[config.mk]
export PLATFORM = sky130hd
export DESIGN_NAME = nor_erase_seq
export DESIGN_NICKNAME = d
export VERILOG_FILES = /design/src/rtl/nes_pkg.sv /design/src/rtl/nes_cycle_timer.sv /design/src/rtl/nes_protect_reg.sv /design/src/rtl/nes_sector_map.sv /design/src/rtl/nor_erase_seq.sv
export SDC_FILE = /design/constraint.sdc
export NUM_CORES = 1
export LEC_CHECK = 0
export BUFFER_PORTS_ARGS = -buffer_cell sky130_fd_sc_hd__buf_2
export CELL_PAD_IN_SITES_DETAIL_PLACEMENT = 1
export CELL_PAD_IN_SITES_GLOBAL_PLACEMENT = 1
export CORE_UTILIZATION = 45
export CTS_BUF_LIST = sky130_fd_sc_hd__clkbuf_4 sky130_fd_sc_hd__clkbuf_8 sky130_fd_sc_hd__clkbuf_16
export DETAILED_ROUTE_END_ITERATION = 8
export MAX_ROUTING_LAYER = met4
export PLACE_DENSITY_LB_ADDON = 0.25
export SLEW_MARGIN = 20
export SYNTH_ARGS = -nofsm -noshare
export SYNTH_HDL_FRONTEND = slang
export SYNTH_SLANG_ARGS = --single-unit
[constraint.sdc]
create_clock -name clk -period 5.3 [get_ports clk]
set_input_delay 1.06 -clock clk [delete_from_list [all_inputs] [get_ports clk]]
set_output_delay 1.06 -clock clk [all_outputs]
set_load 0.005 [all_outputs]
[src/rtl/nes_pkg.sv]
package nes_pkg;

  localparam int NSECT = 11;

  typedef enum logic [1:0] {
    RES_OK        = 2'd0,
    RES_INVALID   = 2'd1,
    RES_PROTECTED = 2'd2,
    RES_TIMEOUT   = 2'd3
  } res_e;

  typedef enum logic [2:0] {
    S_IDLE, S_CHECK, S_CMD, S_POLL_RD, S_POLL_WAIT, S_POLL_CHK, S_RST_WR, S_SETTLE
  } state_e;

  localparam int UNLOCK_HI = 32'h555;
  localparam int UNLOCK_LO = 32'h2AA;
  localparam int DATA_READ_ARRAY = 32'hF0;

  // word start address of sector n (byte offset halved)
  function automatic int sect_word_base(input int n);
    int byte_off;
    if (n == 0)      byte_off = 0;
    else if (n <= 2) byte_off = 32'h4000 + 32'h2000 * (n - 1);
    else if (n == 3) byte_off = 32'h8000;
    else             byte_off = 32'h40000 * (n - 3);
    return byte_off >> 1;
  endfunction

  // command step 0..4 address (step 5 goes to the sector base)
  function automatic int cmd_addr(input int step);
    return (step == 1 || step == 4) ? UNLOCK_LO : UNLOCK_HI;
  endfunction

  function automatic int cmd_data(input int step);
    case (step)
      0, 3:    return 32'hAA;
      1, 4:    return 32'h55;
      2:       return 32'h80;
      default: return 32'h30;
    endcase
  endfunction

endpackage

[src/rtl/nes_cycle_timer.sv]
module nes_cycle_timer #(
  parameter int LIMIT = 16
) (
  input  logic clk,
  input  logic rst,
  input  logic clr,
  input  logic en,
  output logic expired
);
  localparam int CW = $clog2(LIMIT + 1);
  localparam logic [CW-1:0] LIM = CW'(LIMIT);

  logic [CW-1:0] cnt;

  always_ff @(posedge clk) begin
    if (rst || clr) cnt <= '0;
    else if (en && cnt != LIM) cnt <= cnt + 1'b1;
  end

  assign expired = (cnt == LIM);

  // counter saturates at its limit and never wraps
  a_r9_timer_bound: assert property (@(posedge clk) disable iff (rst)
    cnt <= LIM);
  a_r9_timer_sat: assert property (@(posedge clk) disable iff (rst)
    (expired && !clr) |=> expired);
endmodule

[src/rtl/nes_protect_reg.sv]
module nes_protect_reg #(
  parameter int NS = 11,
  parameter logic [NS-1:0] RESET_VAL = '0
) (
  input  logic          clk,
  input  logic          rst,
  input  logic          we,
  input  logic          lock,
  input  logic [NS-1:0] wval,
  output logic [NS-1:0] q
);
  always_ff @(posedge clk) begin
    if (rst) q <= RESET_VAL;
    else if (we && !lock) q <= wval;
  end

  // mask frozen while the sequencer holds it locked
  a_r11_locked: assert property (@(posedge clk) disable iff (rst)
    lock |=> $stable(q));
endmodule

[src/rtl/nes_sector_map.sv]
module nes_sector_map
  import nes_pkg::*;
#(
  parameter int IDX_W  = 5,
  parameter int ADDR_W = 20,
  parameter int NS     = NSECT
) (
  input  logic signed [IDX_W-1:0]   first_i,
  input  logic signed [IDX_W-1:0]   last_i,
  input  logic [$clog2(NS)-1:0]     cur_i,
  output logic                      range_ok,
  output logic [NS-1:0]             range_mask,
  output logic [ADDR_W-1:0]         cur_base
);
  logic [ADDR_W-1:0] base_tbl [NS];

  for (genvar g = 0; g < NS; g++) begin : g_sect
    assign base_tbl[g]   = ADDR_W'(sect_word_base(g));
    assign range_mask[g] = (int'(first_i) <= g) && (g <= int'(last_i));
  end

  assign range_ok = (first_i >= 0) && (first_i <= last_i) && (int'(last_i) < NS);
  assign cur_base = (int'(cur_i) < NS) ? base_tbl[cur_i] : '0;
endmodule

[src/rtl/nor_erase_seq.sv]
module nor_erase_seq
  import nes_pkg::*;
#(
  parameter int IDX_W       = 5,
  parameter int ADDR_W      = 20,
  parameter int DATA_W      = 16,
  parameter int DONE_BIT    = 7,
  parameter int TIMEOUT_CYC = 50_000_000,
  parameter int SETTLE_CYC  = 1_000_000,
  parameter logic [NSECT-1:0] PROT_RESET = 11'h00F
) (
  input  logic                    clk,
  input  logic                    rst,
  input  logic                    start,
  input  logic signed [IDX_W-1:0] first_sec,
  input  logic signed [IDX_W-1:0] last_sec,
  output logic                    busy,
  output logic                    done,
  output logic [1:0]              result,
  input  logic                    prot_we,
  input  logic [NSECT-1:0]        prot_wval,
  output logic [NSECT-1:0]        prot_val,
  output logic                    fl_we,
  output logic                    fl_re,
  output logic [ADDR_W-1:0]       fl_addr,
  output logic [DATA_W-1:0]       fl_wdata,
  input  logic [DATA_W-1:0]       fl_rdata
);
  localparam int SW = $clog2(NSECT);
  localparam logic [DATA_W-1:0] DONE_MASK = DATA_W'(1) << DONE_BIT;
  localparam logic [DATA_W-1:0] CONFIRM   = DATA_W'(cmd_data(5));

  state_e                  state;
  logic signed [IDX_W-1:0] req_first, req_last;
  logic [SW-1:0]           cur;
  logic [2:0]              step;
  logic                    tmo_flag;
  logic                    range_ok;
  logic [NSECT-1:0]        range_mask;
  logic [ADDR_W-1:0]       cur_base;
  logic                    tmo_exp, settle_exp;
  logic                    poll_active;

  nes_sector_map #(.IDX_W(IDX_W), .ADDR_W(ADDR_W), .NS(NSECT)) u_map (
    .first_i(req_first), .last_i(req_last), .cur_i(cur),
    .range_ok(range_ok), .range_mask(range_mask), .cur_base(cur_base)
  );

  nes_protect_reg #(.NS(NSECT), .RESET_VAL(PROT_RESET)) u_prot (
    .clk(clk), .rst(rst), .we(prot_we), .lock(busy),
    .wval(prot_wval), .q(prot_val)
  );

  assign poll_active = (state == S_POLL_RD) || (state == S_POLL_WAIT) || (state == S_POLL_CHK);

  nes_cycle_timer #(.LIMIT(TIMEOUT_CYC)) u_tmo (
    .clk(clk), .rst(rst),
    .clr(state == S_CMD && step == 3'd5),
    .en(poll_active), .expired(tmo_exp)
  );

  nes_cycle_timer #(.LIMIT(SETTLE_CYC)) u_settle (
    .clk(clk), .rst(rst),
    .clr(state == S_RST_WR || state == S_CHECK),
    .en(state == S_SETTLE), .expired(settle_exp)
  );

  always_ff @(posedge clk) begin
    if (rst) begin
      state     <= S_IDLE;
      busy      <= 1'b0;
      done      <= 1'b0;
      result    <= RES_OK;
      fl_we     <= 1'b0;
      fl_re     <= 1'b0;
      fl_addr   <= '0;
      fl_wdata  <= '0;
      req_first <= '0;
      req_last  <= '0;
      cur       <= '0;
      step      <= '0;
      tmo_flag  <= 1'b0;
    end else begin
      fl_we <= 1'b0;
      fl_re <= 1'b0;
      case (state)
        S_IDLE: if (start) begin
          busy      <= 1'b1;
          done      <= 1'b0;
          req_first <= first_sec;
          req_last  <= last_sec;
          state     <= S_CHECK;
        end
        S_CHECK: begin
          tmo_flag <= 1'b0;
          step     <= '0;
          if (!range_ok) begin
            result <= RES_INVALID;
            busy   <= 1'b0;
            done   <= 1'b1;
            state  <= S_IDLE;
          end else if (|(range_mask & prot_val)) begin
            result <= RES_PROTECTED;
            busy   <= 1'b0;
            done   <= 1'b1;
            state  <= S_IDLE;
          end else begin
            cur   <= req_first[SW-1:0];
            state <= S_CMD;
          end
        end
        S_CMD: begin
          fl_we <= 1'b1;
          if (step == 3'd5) begin
            fl_addr  <= cur_base;
            fl_wdata <= CONFIRM;
            step     <= '0;
            state    <= S_POLL_RD;
          end else begin
            fl_addr  <= ADDR_W'(cmd_addr(int'(step)));
            fl_wdata <= DATA_W'(cmd_data(int'(step)));
            step     <= step + 3'd1;
          end
        end
        S_POLL_RD: begin
          fl_re   <= 1'b1;
          fl_addr <= cur_base;
          state   <= S_POLL_WAIT;
        end
        S_POLL_WAIT: state <= S_POLL_CHK;
        S_POLL_CHK: begin
          if ((fl_rdata & DONE_MASK) != '0) begin
            state <= S_RST_WR;
          end else if (tmo_exp) begin
            tmo_flag <= 1'b1;
            state    <= S_RST_WR;
          end else begin
            state <= S_POLL_RD;
          end
        end
        S_RST_WR: begin
          fl_we    <= 1'b1;
          fl_addr  <= ADDR_W'(UNLOCK_HI);
          fl_wdata <= DATA_W'(DATA_READ_ARRAY);
          if (tmo_flag) begin
            result <= RES_TIMEOUT;
            state  <= S_SETTLE;
          end else if (cur == req_last[SW-1:0]) begin
            result <= RES_OK;
            state  <= S_SETTLE;
          end else begin
            cur   <= cur + 1'b1;
            state <= S_CMD;
          end
        end
        S_SETTLE: if (settle_exp) begin
          busy  <= 1'b0;
          done  <= 1'b1;
          state <= S_IDLE;
        end
        default: state <= S_IDLE;
      endcase
    end
  end

  // strobes are exclusive
  a_r12_strobe_excl: assert property (@(posedge clk) disable iff (rst)
    !(fl_we && fl_re));
  // an erase confirm never reaches a protected sector
  a_r3_no_protected_confirm: assert property (@(posedge clk) disable iff (rst)
    (fl_we && fl_wdata == CONFIRM) |-> !prot_val[cur]);
  // result and done hold until a new start
  a_r10_result_hold: assert property (@(posedge clk) disable iff (rst)
    (done && !start) |=> (done && $stable(result)));
  // busy and done are never both high
  a_r1_busy_done_excl: assert property (@(posedge clk) disable iff (rst)
    !(busy && done));
  // a rejected request produces no strobe
  a_r2_no_bus_on_reject: assert property (@(posedge clk) disable iff (rst)
    (state == S_CHECK && !range_ok) |=> (!fl_we && !fl_re));
endmodule

### Yosys cells after proc, flatten, opt, wreduce, memory -nomap -nowiden

Memory sizes are Yosys's and may differ from the RTL's.
Cells that the tools add are included.

| storage, ports and cells | value |
|---|---|
| memories | 1 |
| register bits after elaboration | 120 |
| memory bits (read-only) | 320 |
| output and inout port bits | 53 |
| bits of input ports | 41 |

Memories:

| name | words | bits a word | read ports | clocked after memory_dff | write ports | line | text |
|---|---|---|---|---|---|---|---|
| (name not given) | 16 | 20 | 1 | 0 | 0 | nes_sector_map.sv:23 | `assign cur_base = (int'(cur_i) < NS) ? base_tbl[cur_i] : '0;` |

| operators by class | value |
|---|---|
| mux-type cells | 46 |
| bitwise logic cells | 2 |
| reduce and logical (&&, ||, !) cells | 42 |
| $lt $le $gt $ge | 27 |
| equality and inequality tests | 30 |
| add/subtract/negate cells | 4 |

Operator list:

| kind | count |
|---|---|
| two-way mux 20 bit | 4 |
| case mux 20 bit (3 select lines) | 1 |
| case mux 16 bit (2 select lines) | 1 |
| adder 26 x 1 -> 26 bit (second input constant) | 1 |
| == test 26 bit (second input constant) | 1 |
| inequality test 26 bit (second input constant) | 1 |
| two-way mux 3 bit | 8 |
| case mux 3 bit (8 select lines) | 1 |
| case mux 8 bit (3 select lines) | 1 |
| == test 3 bit (second input constant) | 7 |
| adder 20 x 1 -> 20 bit (second input constant) | 1 |
| == test 20 bit (second input constant) | 1 |
| less-or-equal comparator 4 x 5 -> 1 bit (first input constant) | 4 |
| less-or-equal comparator 5 x 4 -> 1 bit (second input constant) | 4 |
| inequality test 20 bit (second input constant) | 1 |
| logical AND 1 bit | 17 |
| two-way mux 4 bit | 4 |
| inequality test 2 bit (second input constant) | 8 |
| == test 3 x 2 -> 1 bit (second input constant) | 5 |
| less-or-equal comparator 5 bit (first input constant) | 3 |
| less-or-equal comparator 5 bit (second input constant) | 3 |
| two-way mux 1 bit | 12 |
| two-way mux 2 bit | 6 |
| AND 11 bit | 1 |
| other kinds (36) | 55 |

### Logic depth before layout (Yosys ltp)

| depth | value |
|---|---|
| depth in word-level cells | 7 |
| depth in mapped cells | 9 |
| depth with buffers taken out | 8 |

### Hierarchy

Synthesis repeated with hierarchy kept, for this count alone.

| second synthesis, totals | value |
|---|---|
| cell total of the unflattened synthesis | 732 |
| area total of the unflattened synthesis | 6023.3 um^2 |

By module, submodules not included:

| module | area each (um^2) | instances | cells each |
|---|---|---|---|
| nor_erase_seq | 2573.7 | 1 | 314 |
| nes_cycle_timer (u_tmo) | 1351.3 | 1 | 157 |
| nes_cycle_timer (u_settle) | 1001.0 | 1 | 117 |
| nes_sector_map | 615.6 | 1 | 96 |
| nes_protect_reg | 481.7 | 1 | 48 |

### Worst setup path before layout

OpenSTA, ideal clock, no wires.

| path | value |
|---|---|
| path kind | register -> register |
| from | reg req_last[2] |
| to | reg cur[2] |
| library setup time | 0.123 ns |
| required time | 5.177 ns |
| buffers on the path | 1 |
| stages on the path, launching flop included | 10 |
| data arrival time | 2.369 ns |
| slack | 2.808 ns |
| path through | dfxtp_1 > buf_2 > inv_1 > ha_1 > o21ai_0 > a21oi_1 > o311a_1 > nor3_1 > a21o_2 > mux2_1 |

| between the ends | value |
|---|---|
| cells in the longest elaborated chain, start to end | 6 |
| elaborated cells between the ends (all ways) | 33 |
| classes of those cells | order compare: 13; eq/ne: 4; bitwise: 1; reduce/logical: 15 |

RTL lines:

| item | line | text |
|---|---|---|
| from (decl) | nor_erase_seq.sv:34 | `logic signed [IDX_W-1:0] req_first, req_last;` |
| from (signal assigned) | nor_erase_seq.sv:91 | `req_last <= last_sec;` |
| less-or-equal comparator 1 x 5 -> 1 bit, or another cell as far along | nes_sector_map.sv:19 | `assign range_mask[g] = (int'(first_i) <= g) && (g <= int'(last_i));` |
| logical AND 1 bit | nes_sector_map.sv:19 |  |
| AND 11 bit | nor_erase_seq.sv:102 | `end else if (\|(range_mask & prot_val)) begin` |
| OR reduction 11 bit | nor_erase_seq.sv:102 |  |
| inequality test 2 bit (no source line) | - |  |
| AND reduction 5 bit (no source line) (*) | - |  |
| to (signal assigned) | nor_erase_seq.sv:108 | `cur <= req_first[SW-1:0];` |
| to (signal assigned) | nor_erase_seq.sv:152 | `cur <= cur + 1'b1;` |
| to (decl) | nor_erase_seq.sv:35 | `logic [SW-1:0] cur;` |

Every way passes the cells marked *; elsewhere a longest branch is shown, timed or not.
A chain may end at the register's enable or synchronous reset.

### Worst setup path in the final report

Ends and elaborated chain as after synthesis.

==> flow_summary.toml <==
[pwr]
internal_power_uw = 1340
p_leak_uw = 0.00227
p_switching_uw = 495
powerDensity_nw_per_um2 = 315
p_clk_share_pct = 41.6
swShare_pct = 27.0
pwr-share-comb_pct = 13.8
peakVddDrop_v = 0.000159
pwr-share-seq_pct = 44.7

[synth]
ys_ff_latch = 98
yosysMostFrequentCell = "dfxtp_1"
ys_top_cells_by_count = "98 x dfxtp_1, 80 x nand2_1, 74 x nor2_1"
ys_async_sr_fraction_pct = 0
yosys.area.top_type = "dfxtp_1"
synth_top_area_share_pct = 37.1
ys_seq_area_share_pct = 37.1
synth_cells = 652
ys_top_cells_by_area = "dfxtp_1 37%, nand2_1 5.7%, nor2_1 5.3%"
synth_area_per_cell_sq_um = 8.10
synth_cell_types = 76
ys.flop_type = "dfxtp_1"
netlist_area_sq_um = 5280
ys_warn_count = 0
synth_edf_count = 0

[floorplan]
core_sq_um = 11400
start_util_pct = 46.3
dieWidth_um = 110
die_area_sq_um = 12200
pin_count = 94
placementRows = 39
die_y_um = 110

[setup_path]
cp.arrival_ns = 3.22
max_stage_delay_ns = 0.66
cp_max_fo = 14
reg2reg_depth = 8
critical_path.top_delay_family = "compound AO/OA/AOI/OAI gates"
reg2reg_from = "req_last[2]"
path_class = "register to register"
endpoint_kind = "register"
path_buf_inv = 1
r2r_slack_ns = 2.32
worst_path_max_delay_cell = "dfxtp_1"
required_ns = 5.54
start_kind = "register"
reg2reg_to = "cur[2]"
cp_cell_sequence = "inv_1, ha_1, o21ai_0, a21oi_1, o311a_1, nor3_1, a21o_2, mux2_1"
setup.worst_path.start = "req_last[2]"

[cts]
cts-resized-gates = 0
clk_pin_slew_ns = 0.07
clk_latency_ns = 0.35
postCtsSetupBuffers = 0
cts_root_buffer = "clkbuf_16"
cts_num_sinks = 98
clock_path_buffers = 2
cts_tree = "yes"
htree_num_levels = 3
hold_buffers = 0
cts_buffers = 9

[global_route]
grt_pass1_wl_um = 22300
grt_busiest_layer = "met2"
overflow = 0
grt_start_max_net_pins = 45
grt_use_met1_pct = 28.6
antenna_found_initial = 0
track_usage_pct = 24.2
use_met2_pct = 41.2
gr-usage-met3_pct = 4.35
grt_pass1_vias = 4670

[final_layout]
fillers = 1415
seq_area_sq_um = 1960
nets = 742
antennaDiodeCount = 0
drive_gt1_share_pct = 15.1
syn2layout_area_growth_pct = 10.3
multi_input_area_sq_um = 2890

[sta]
setup_tns_ns = 0
max_freq_mhz = 336
setup_ws_ns = 2.32
setup_violations = 0
slew_violations = 0
timing.final.crit_share_pct = 56.2
worstMarginPinSlew_ns = 0.817
clock-skew-final_ns = 0.0104
hold_violations = 0
period_needed_ns = 2.98
max_slew_margin_pct = 45.4
rsz0062_at_grt = "no"

[place]
hpwlAfterDp_um = 9560
post-place-ws_ns = 2.37
portBuffers = 67
place_congestion = 0.809

[detailed_routing]
dr.first_iter.drc_count = 232
wl_um = 13600
wl_per_cell_um = 16.4
firstDrtPassIters = 4
drcViolationCount = 0
via_per_inst = 5.67
vias = 4716
ant_nets = 0

[hold_path]
min_delay_path_depth = 2
hp-start = "result[0]"
hp-class = "register to register"
min_to = "result[0]"

[job]
maxCapViolations = 0

[outcome]
run_status = "finished, final reports clean"
[per-stage QoR]
step                total power [uW]  area, sq um  hold WS, ns  utilization (%)  instances
floorplan                       1020         5320        0.451                -        662
global placement                1070         5480        0.446             48.0        816
detailed placement              1090         5480        0.458             48.0        816
CTS                             1860         5830        0.467             51.0        832
global route                    1920         5830        0.486             51.0        832
finish                          1840         5830        0.467             51.0        832
[worst max-delay path by stage]
stage | end | depth (start not counted)
global route | cur[2] | 8
detailed placement | cur[2] | 8
floorplan | cur[2] | 9
CTS | cur[2] | 8
finish | cur[2] | 8
global placement | cur[2] | 8
[layout make-up]
| cell class | count | area share (%) |
|---|---|---|
| Multi-Input combinational cell | 480 | 49.6 |
| Sequential cell | 98 | 33.7 |
| Timing Repair Buffer | 69 | 6.01 |
| Clock buffer | 10 | 3.99 |
| Tap cell | 143 | 3.07 |
| Clock inverter | 6 | 1.93 |
| Inverter | 26 | 1.67 |
[cell usage in the layout (no fill, tap or decap), drive strengths merged, types with 5 or more instances in the layout]
master / count
and4: 5
clkbuf: 10
a21oi: 50
nand3: 29
nor3: 18
buf: 69
nor4: 8
a211oi: 5
dfxtp: 98
inv: 28
nand4: 13
a31oi: 5
or3: 7
ha: 17
o21ai: 20
conb: 11
and3: 8
nand2: 80
xor2: 18
nand2b: 9
xnor2: 22
nor2: 74
[layer usage]
| metal | vias to the layer above | routed length, um |
|---|---|---|
| li1 | 2318 | - |
| met1 | 2282 | 6060 |
| met2 | 95 | 6790 |
| met3 | 21 | 543 |
| met4 | 0 | 227 |
| met5 | - | 0 |
[kinds of logic (layout without fill, tap and decap cells)]
kind of cell,after synthesis,count (layout),share of synthesized area (%)
fa+ha+maj,18,18,4.22
xor+xnor,40,40,6.63
other cells,1,11,0.0710
mux,5,5,0.971
compound gates,129,129,16.2
simple gates,277,277,26.0
flops,98,98,37.1
buf+inv,84,111,8.79
[tightest hold or removal path: stages, from the launching register on]
cell     delay [ns]
dfxtp_1        0.31
nand2_1        0.05
mux2i_1        0.06
[sequential cells by signal (all words and copies together) (netlist names), 4 cells and up]
name and count:
u_tmo.cnt 26, fl_wdata 6, req_first 5, u_prot.q 11, fl_addr 8, u_settle.cnt 20
req_last 5, cur 4
[power groups by stage]
| stage | logic, uW | clock network [uW] | registers [uW] |
|---|---|---|---|
| 6_report | 252 | 763 | 820 |
| 5_1_grt | 288 | 808 | 827 |
| 4_1_cts | 255 | 786 | 819 |
| 3_5_place_dp | 251 | 0 | 836 |
| 3_3_place_gp | 240 | 0 | 834 |
| 2_1_floorplan | 216 | 0 | 805 |
Note: power is estimated with default switching activity, not from simulation.
